===== src/rtl/vbp_pkg.sv =====
package vbp_pkg;

    localparam int NUM_REGS = 24;
    localparam int REG_W    = 8;
    localparam int WORD_W   = 16;
    localparam int ADDR_W   = 5;
    localparam int IDX_W    = $clog2(NUM_REGS);
    localparam int HDR_W    = 7;

    typedef enum logic [2:0] {
        PORT_NONE,
        PORT_DATA,
        PORT_CTRL,
        PORT_BEAM,
        PORT_SND
    } port_e;

    typedef logic [NUM_REGS-1:0][REG_W-1:0] reg_file_t;

    // bits a register write may change
    function automatic logic [REG_W-1:0] wr_mask(input int idx);
        case (idx)
            0:       return 8'h12;
            1:       return 8'h78;
            2, 3:    return 8'h38;
            4:       return 8'h07;
            default: return 8'hFF;
        endcase
    endfunction

    // bits tied high regardless of writes
    function automatic logic [REG_W-1:0] fix_mask(input int idx);
        case (idx)
            0, 1:    return 8'h04;
            default: return 8'h00;
        endcase
    endfunction

    function automatic reg_file_t reset_file();
        reg_file_t f;
        for (int i = 0; i < NUM_REGS; i++) begin
            f[i] = fix_mask(i);
        end
        return f;
    endfunction

endpackage


===== src/rtl/vbp_addr_dec.sv =====
module vbp_addr_dec
    import vbp_pkg::*;
#(
    parameter int AW = ADDR_W
) (
    input  logic [AW-1:0] addr,
    output port_e         port
);

    always_comb begin
        port = PORT_NONE;
        case (addr[AW-1:2])
            3'b000:       port = PORT_DATA;
            3'b001:       port = PORT_CTRL;
            3'b010,
            3'b011:       port = PORT_BEAM;
            3'b100,
            3'b101:       port = addr[0] ? PORT_SND : PORT_NONE;
            default:      port = PORT_NONE;
        endcase
    end

endmodule


===== src/rtl/vbp_ctrl_split.sv =====
module vbp_ctrl_split
    import vbp_pkg::*;
#(
    parameter int NREG = NUM_REGS,
    parameter int WW   = WORD_W
) (
    input  logic             ctrl_wr,
    input  logic [WW-1:0]    word,
    output logic             reg_wr_en,
    output logic [IDX_W-1:0] reg_idx,
    output logic [REG_W-1:0] reg_data,
    output logic             cmd_wr
);

    localparam int MARK_BIT = WW - 1;

    logic             marked;
    logic [HDR_W-1:0] hdr_idx;
    logic             in_range;

    always_comb begin
        marked    = word[MARK_BIT];
        hdr_idx   = word[MARK_BIT-1 -: HDR_W];
        in_range  = (hdr_idx < HDR_W'(NREG));
        reg_wr_en = ctrl_wr && marked && in_range;
        reg_idx   = hdr_idx[IDX_W-1:0];
        reg_data  = word[REG_W-1:0];
        cmd_wr    = ctrl_wr && !marked;
    end

    always_comb begin
        a_excl_r6: assert (!(reg_wr_en && cmd_wr));
    end

endmodule


===== src/rtl/vbp_reg_bank.sv =====
module vbp_reg_bank
    import vbp_pkg::*;
(
    input  logic             clk,
    input  logic             rst_n,
    input  logic             wr_en,
    input  logic [IDX_W-1:0] wr_idx,
    input  logic [REG_W-1:0] wr_data,
    output reg_file_t        regs
);

    typedef struct packed {
        reg_file_t file;
    } state_t;

    state_t    state_d;
    state_t    state_q;
    reg_file_t wmask;
    reg_file_t fmask;

    for (genvar g = 0; g < NUM_REGS; g++) begin : g_mask
        assign wmask[g] = wr_mask(g);
        assign fmask[g] = fix_mask(g);
    end

    always_comb begin
        state_d = state_q;
        for (int i = 0; i < NUM_REGS; i++) begin
            if (wr_en && (wr_idx == IDX_W'(i))) begin
                state_d.file[i] = (wr_data & wmask[i]) | fmask[i];
            end
        end
    end

    always_ff @(posedge clk) begin
        if (!rst_n) begin
            state_q.file <= reset_file();
        end else begin
            state_q <= state_d;
        end
    end

    assign regs = state_q.file;

    // without an accepted write the bank holds its contents
    p_hold_r7: assert property (@(posedge clk) disable iff (!rst_n)
        !wr_en |=> $stable(state_q));

endmodule


===== src/rtl/vid_bus_port.sv =====
module vid_bus_port
    import vbp_pkg::*;
#(
    parameter int AW = ADDR_W,
    parameter int WW = WORD_W,
    parameter int BW = 16
) (
    input  logic          clk,
    input  logic          rst_n,
    input  logic          bus_sel,
    input  logic          bus_we,
    input  logic [AW-1:0] bus_addr,
    input  logic [WW-1:0] bus_wdata,
    output logic [WW-1:0] bus_rdata,
    input  logic [WW-1:0] ext_rdata,
    input  logic [WW-1:0] beam_count,
    output logic          data_wr,
    output logic          data_rd,
    output logic          ctrl_rd,
    output logic          cmd_wr,
    output logic [WW-1:0] fwd_word,
    output logic          snd_wr,
    output logic [7:0]    snd_byte,
    output logic          hint_en,
    output logic          beam_freeze,
    output logic          disp_en,
    output logic          vint_en,
    output logic          dma_en,
    output logic          cell30,
    output logic [BW-1:0] plane_a_base,
    output logic [BW-1:0] window_base,
    output logic [BW-1:0] plane_b_base
);

    localparam int SHIFT_FINE   = 10;
    localparam int SHIFT_COARSE = 13;

    port_e            port;
    logic             rd_cyc;
    logic             wr_cyc;
    logic             ctrl_wr;
    logic             reg_wr_en;
    logic [IDX_W-1:0] reg_idx;
    logic [REG_W-1:0] reg_data;
    reg_file_t        regs;

    vbp_addr_dec #(.AW(AW)) u_dec (
        .addr (bus_addr),
        .port (port)
    );

    assign rd_cyc  = bus_sel && !bus_we;
    assign wr_cyc  = bus_sel && bus_we;
    assign ctrl_wr = wr_cyc && (port == PORT_CTRL);

    vbp_ctrl_split #(.NREG(NUM_REGS), .WW(WW)) u_split (
        .ctrl_wr   (ctrl_wr),
        .word      (bus_wdata),
        .reg_wr_en (reg_wr_en),
        .reg_idx   (reg_idx),
        .reg_data  (reg_data),
        .cmd_wr    (cmd_wr)
    );

    vbp_reg_bank u_bank (
        .clk     (clk),
        .rst_n   (rst_n),
        .wr_en   (reg_wr_en),
        .wr_idx  (reg_idx),
        .wr_data (reg_data),
        .regs    (regs)
    );

    always_comb begin
        data_wr  = wr_cyc && (port == PORT_DATA);
        data_rd  = rd_cyc && (port == PORT_DATA);
        ctrl_rd  = rd_cyc && (port == PORT_CTRL);
        snd_wr   = wr_cyc && (port == PORT_SND);
        fwd_word = bus_wdata;
        snd_byte = bus_wdata[7:0];
        bus_rdata = '0;
        if (rd_cyc) begin
            case (port)
                PORT_DATA, PORT_CTRL: bus_rdata = ext_rdata;
                PORT_BEAM:            bus_rdata = beam_count;
                default:              bus_rdata = '0;
            endcase
        end
    end

    always_comb begin
        hint_en      = regs[0][4];
        beam_freeze  = regs[0][1];
        disp_en      = regs[1][6];
        vint_en      = regs[1][5];
        dma_en       = regs[1][4];
        cell30       = regs[1][3];
        plane_a_base = BW'({regs[2][5:3], SHIFT_FINE'(0)});
        window_base  = BW'({regs[3][5:3], SHIFT_FINE'(0)});
        plane_b_base = BW'({regs[4][2:0], SHIFT_COARSE'(0)});
    end

    // at most one port strobe per cycle
    p_strobe_onehot_r1: assert property (@(posedge clk) disable iff (!rst_n)
        $onehot0({data_wr, data_rd, ctrl_rd, cmd_wr, snd_wr}));

    // a read never raises a write strobe
    p_rd_no_wr_r5: assert property (@(posedge clk) disable iff (!rst_n)
        !bus_we |-> !(data_wr || cmd_wr || snd_wr));

    // writes to the beam port leave configuration untouched
    p_beam_ro_r3: assert property (@(posedge clk) disable iff (!rst_n)
        (bus_sel && bus_we && bus_addr[AW-1:3] == 2'b01)
        |=> $stable({disp_en, dma_en, hint_en, vint_en, cell30, beam_freeze,
                     plane_a_base, window_base, plane_b_base}));

    // a register 2 write lands in the plane A base on the next edge
    p_plane_a_r10: assert property (@(posedge clk) disable iff (!rst_n)
        (ctrl_wr && bus_wdata[WW-1:8] == 8'h82)
        |=> plane_a_base[12:10] == $past(bus_wdata[5:3]));

    // a register 4 write lands in the plane B base on the next edge
    p_plane_b_r11: assert property (@(posedge clk) disable iff (!rst_n)
        (ctrl_wr && bus_wdata[WW-1:8] == 8'h84)
        |=> plane_b_base[15:13] == $past(bus_wdata[2:0]));

    // an out-of-range register header leaves every output as it was
    p_oor_ignored_r7: assert property (@(posedge clk) disable iff (!rst_n)
        (ctrl_wr && bus_wdata[WW-1] && bus_wdata[WW-2:8] >= 7'd24)
        |=> $stable({disp_en, dma_en, hint_en, vint_en, cell30, beam_freeze,
                     plane_a_base, window_base, plane_b_base}));

endmodule


===== config.mk =====
export PLATFORM = sky130hd
export DESIGN_NAME = vid_bus_port
export DESIGN_NICKNAME = d
export VERILOG_FILES = /design/src/rtl/vbp_pkg.sv /design/src/rtl/vbp_addr_dec.sv /design/src/rtl/vbp_ctrl_split.sv /design/src/rtl/vbp_reg_bank.sv /design/src/rtl/vid_bus_port.sv
export SDC_FILE = /design/constraint.sdc
export NUM_CORES = 1
export LEC_CHECK = 0
export BUFFER_PORTS_ARGS = -buffer_cell sky130_fd_sc_hd__buf_2
export CORE_MARGIN = 2
export CORE_UTILIZATION = 35
export CTS_CLUSTER_DIAMETER = 50
export DETAILED_ROUTE_END_ITERATION = 16
export PLACE_DENSITY = 0.81
export SYNTH_ARGS = -nofsm -noshare
export SYNTH_HDL_FRONTEND = slang
export SYNTH_SLANG_ARGS = --single-unit

===== constraint.sdc =====
create_clock -name clk -period 1.3 [get_ports clk]
set_input_delay 0.13 -clock clk [delete_from_list [all_inputs] [get_ports clk]]
set_output_delay 0.13 -clock clk [all_outputs]
set_load 0.03 [all_outputs]

==> results.cfg, run 1 <==
[status]
status = completed

[placement]
portBuffers = 112
gp_congestion = 0.730
dpl.hpwl_um = 2720

[critical_path]
crit_type = in -> out
critPathCaptureType = primary output
crit_top_cell = buf_2
critPathMaxFanout = 17
worstPathArrival_ps = 1140
ff2ff_setup_slack_ps = 710
r2r_cells = 2
cp_data_required_time_ps = 1170
reg2reg_from = u_bank.regs[1]
cpPeakStageDelay_ps = 410
path_cells = buf_2 > or3b_4 > buf_12 > nor2_1 > buf_2
crit_slowest_cell = or3b_4
cp-start-kind = primary input
reg2reg_to = u_bank.regs[1]

[sta]
slew_viol_final = 0
hold_slack_ps = 145
max_freq_mhz = 785
finalSetupViolCount = 0
period_share_pct = 98.0
finalClockSkew_ps = 0
hold_viol = 0
period_needed_ps = 1270

[pwr]
irDropWorstVdd_mv = 0.310
power.leakage_nw = 1.11
power_density_mw_per_mm2 = 747
finalPower_w = 0.00135

[detailed_routing]
antenna_left = 0
drc_errors = 0
drt_wl_total_um = 3200
avgViaCountPerCell = 4.19
drt_iter0_drc = 39
firstDrtPassIters = 3
via_count = 1303
avgRoutedWirePerCell_um = 10.3

[clocking]
cts_inserted_buffers = 3
clk_latency_ps = 250
hold_buffers = 0
clk_path_buf_depth = 2
cts_tree = built
clkTransAtPathRegs_ps = 60
root_buffer = clkbuf_8
post-cts-setup-buffer-count = 0
cts_resized = 2
cts.sinks = 15
htreeDepth = 1

[logic_synthesis]
synthAdderAreaFrac_pct = 0
synthFlopType = dfxtp_1
synth_mux_area_share_pct = 21.5
yosysTopAreaCell = buf_4
synth_top_family_by_area = buffers and inverters
synth_seq_cells = 15
ys_seq_area_share_pct = 20.9
yosys.area.top_type_share_pct = 33.9
synthTopCellsByArea = buf_4 34%, mux2i_1 22%, dfxtp_1 21%
yosys.area_share.simple_pct = 21.9
synth.distinct_cells = 22
async_flop_share_pct = 0
syn_area_mm2 = 0.00144
synth-edff-count = 0
synth_cells = 175
synth_compound_area_share_pct = 0
avgSynthCellArea_um2 = 8.23
ys_warn_count = 0
synth_xor_area_share_pct = 0

[layout]
n_fill_cell = 400
largest_reg_flops = 15
drive_above_1_share_pct = 48.3
nets = 319
synthToLayoutAreaGrowth_pct = 25.5
antenna_cells = 0

[min_path]
holdPathStages = 3
min_to = u_bank.regs[14]
holdCritPathClass = in -> reg
min-delay-start = bus_wdata[6]

[global_route]
grt_pass1_wl_um = 4440
grt_max_degree = 23
antenna_found_initial = 0
grt_overflow_total = 0
grt_pass1_vias = 1102
grt_use_total_pct = 12.2

[floorplan]
rows = 23
num_io_pins = 156
start_util_pct = 36.3
die_h_um = 68.1
die_area_mm2 = 0.00464
core_mm2 = 0.00397
die_w_um = 68.1

[flow_run]
maxCapViolCount = 0
-- synth_stat cells, types with 2 or more instances --
master / n
mux2i_1: 31
nor3b_1: 2
buf_2: 3
clkbuf_1: 2
buf_4: 65
nor4bb_1: 2
nor2_1: 17
nand2_1: 23
dfxtp_1: 15
nand4_1: 3
-- stage by stage --
stage / instance area (µm²) / cells / util [%] / setup WS (ps) / TNS (ps)
floorplan: 1600 / 213 / - / -76.6 / -766
global placement: 1740 / 307 / 43.8 / 6.25 / 0
finish: 1810 / 311 / 45.5 / 25.9 / 0
global route: 1810 / 311 / 45.5 / -0.757 / -0.757
detailed placement: 1740 / 307 / 43.8 / -18.9 / -18.9
CTS: 1790 / 311 / 45.1 / 1.18 / 0
-- worst max-delay path by stage --
stage / startpoint / endpoint / slack (ps) / cells after the start
after global routing: bus_addr[4] / bus_rdata[14] / -0.8 / 5
after floorplan: bus_addr[4] / bus_rdata[10] / -80 / 4
after detailed placement: bus_addr[4] / data_rd / -20 / 5
after CTS: bus_addr[4] / bus_rdata[6] / 1 / 5
final: bus_addr[4] / bus_rdata[14] / 30 / 5
after global placement: bus_addr[4] / data_rd / 6 / 5
-- report_power, final --
group | leakage (nW) | switching, W | internal (W)
sequential | 0.121 | 0.0000000224 | 0.000460
clock | 0.0255 | 0.000160 | 0.000212
combinational | 0.968 | 0.000372 | 0.000145
-- cell usage in the layout (no fill, tap or decap) --
master	count
nor4_4	1
clkbuf_8	3
nand2_1	23
nor4bb_1	2
dfxtp_1	15
nand3_1	1
conb_1	39
and4bb_1	1
nor4b_1	1
mux2i_1	31
buf_4	8
nor3_2	1
nor3b_2	2
buf_12	1
nand4_1	3
nand4_2	1
and4_1	1
nor2b_1	1
or3b_4	1
and4bb_2	1
nor2_2	1
and4b_1	1
buf_2	105
nor2_1	16
clkinv_2	1
-- critical path, delay by kind of cell --
family,cells,cell delay [ps]
buffers and inverters,3,480
AND/OR/NAND/NOR,2,520
-- per-layer routing --
layer	global-route usage [%]	wire (µm)
met5	0	0
met4	2.25	0
met3	2.63	284
met2	25.4	1790
met1	12.2	1130
-- final cells by class --
cell class / instances / area, µm² / area share [%]
sequential: 15 / 300 / 16.6
multi-input combinational: 128 / 792 / 43.8
timing repair buffer: 114 / 606 / 33.5
clock inverter: 1 / 5.00 / 0.277
tap: 50 / 62.6 / 3.46
clock buffer: 3 / 41.3 / 2.29
-- logic make-up (layout without fill, tap and decap cells) --
| family | after synthesis | in the layout |
|---|---|---|
| and+or+nand+nor | 58 | 58 |
| DFF | 15 | 15 |
| buffers and inverters | 70 | 118 |
| other | 1 | 39 |
| muxes | 31 | 31 |
Note: power is estimated with default switching activity, not from simulation.
==> inputs of run 2 (changes only) <==
--- a/config.mk
+++ b/config.mk
@@ -11,6 +11,8 @@
 export CTS_CLUSTER_DIAMETER = 50
 export DETAILED_ROUTE_END_ITERATION = 16
 export PLACE_DENSITY = 0.81
+export RECOVER_POWER = 50
+export SETUP_SLACK_MARGIN = 0.5
 export SYNTH_ARGS = -nofsm -noshare
 export SYNTH_HDL_FRONTEND = slang
 export SYNTH_SLANG_ARGS = --single-unit
==> run 2 against run 1 <==
Combinational power rose by 23%. Wire length is 30% higher. Critical path depth is the same. Non-clock buffer count is 16 higher. Clock power grew 1%. Maximum frequency rose by 1.8%. Largest cell class unchanged.
==> results.cfg, run 2 (same netlist as run 1, synthesis figures left out) <==
[status]
status = completed

[detailed_routing]
drt_iter0_drc = 21
wl_met3_um = 382
drt_wl_total_um = 4170
antenna_left = 0
avgViaCountPerCell = 4.37
firstDrtPassIters = 4
via_count = 1428
avgRoutedWirePerCell_um = 12.8
route.layer.met1.wl_um = 1400
met2_length_um = 2360
dr.max_layer_used = met4
drc_errors = 0

[global_route]
grt_pass1_vias = 1309
antenna_found_initial = 0
grt_pass1_wl_um = 5820
grt_use_total_pct = 16.5
grt_overflow_total = 0
grt_max_degree = 23

[placement]
placed_cell_area_mm2 = 0.00191
gp_congestion = 0.678
portBuffers = 112
dpl.hpwl_um = 2890
place_ws_ps = -87.8
place_inst = 313

[floorplan]
rows = 23
die_area_mm2 = 0.00464
core_mm2 = 0.00397
die_h_um = 68.1
num_io_pins = 156
start_util_pct = 36.3
die_w_um = 68.1

[clocking]
cts_inserted_buffers = 3
clkTransAtPathRegs_ps = 60
clk_latency_ps = 250
root_buffer = clkbuf_8
cts_tree = built
cts.sinks = 15
clk_path_buf_depth = 2
htreeDepth = 1

[layout]
mostFrequentLayoutCells = 49 x buf_2, 41 x buf_6, 39 x conb_1
drive_above_1_share_pct = 53.1
final_common_cell = buf_2
final_cells = 327
largest_reg_flops = 15
postLayoutCellArea_mm2 = 0.00232
n_fill_cell = 338
final_core_util_pct = 58.5
nets = 335
synthToLayoutAreaGrowth_pct = 61.3
antenna_cells = 0

[critical_path]
worstPathArrival_ps = 1120
crit_type = in -> out
crit_slowest_cell = or3b_4
cp-start-kind = primary input
cp_data_required_time_ps = 1170
critPathMaxFanout = 5
crit_top_cell = buf_6
path_cells = buf_6 > or3b_4 > buf_6 > nor2_2 > buf_6
cpPeakStageDelay_ps = 470
critPathCaptureType = primary output

[sta]
finalClockSkew_ps = 0
period_needed_ps = 1250
worst_slack_ps = 48.8
hold_slack_ps = 135
finalSetupViolCount = 0
slew_viol_final = 0
hold_viol = 0
rsz0062_at_grt = yes
max_freq_mhz = 799
period_share_pct = 96.2

[pwr]
power_density_mw_per_mm2 = 635
power.leakage_nw = 1.16
irDropWorstVdd_mv = 0.611

[flow_run]
maxCapViolCount = 0

[min_path]
holdCritPathClass = in -> reg
[run 2: changes by cell type in the layout (fill, tap and decap cells not counted), sizes merged]
cell | before | now
buf | 114 | 100
clkbuf | 3 | 33
[run 2: worst paths after layout]
check                  start  slack [ps]              end  cells past startpoint
min             bus_wdata[6]         130  u_bank.regs[14]                      3
max reg2reg  u_bank.regs[12]         550  u_bank.regs[12]                      3
max                   bus_we          50     bus_rdata[1]                      5
min reg2reg  u_bank.regs[34]         450  u_bank.regs[34]                      2
[run 2: worst max-delay path, delay by kind of cell]
family	cells	cell delay, ps
buf+inv	3	400
simple gates	2	590
[run 2: report_power, final]
part           internal, W  switching [W]
logic             0.000205       0.000433
clock network     0.000212       0.000164
registers         0.000459   0.0000000319
total             0.000876       0.000597
[run 2: through the flow]
stage / power [W] / TNS, ps
6_report: 0.00147 / 0
5_1_grt: 0.00155 / 0
4_1_cts: 0.00147 / 0
3_5_place_dp: 0.00103 / -1020
3_3_place_gp: 0.00103 / -820
2_1_floorplan: 0.00102 / 0
[run 2: metal layers]
| metal | vias to the layer above | track usage, % |
|---|---|---|
| li1 | 682 | - |
| met1 | 661 | 16.2 |
| met2 | 80 | 34.1 |
| met3 | 5 | 3.13 |
| met4 | 0 | 4.50 |
| met5 | - | 0 |
[run 2: what timing repair did]
item / in CTS / in global routing
cloned: 1 / 0
endpoints found under the hold margin: 0 / 0
gates resized for setup: 105 / 11
hold buffers: 0 / 0
buffers inserted: 6 / 3
setup endpoints to repair: 51 / 51
pin swaps: 8 / 4
[run 2: final cells by class]
| cell class | count | area [µm²] | share of cell area [%] |
|---|---|---|---|
| multi-input combinational | 128 | 973 | 41.9 |
| sequential | 15 | 313 | 13.5 |
| clock inverter | 1 | 5.00 | 0.216 |
| timing repair buffer | 130 | 927 | 39.9 |
| tap | 50 | 62.6 | 2.69 |
| clock buffer | 3 | 41.3 | 1.78 |
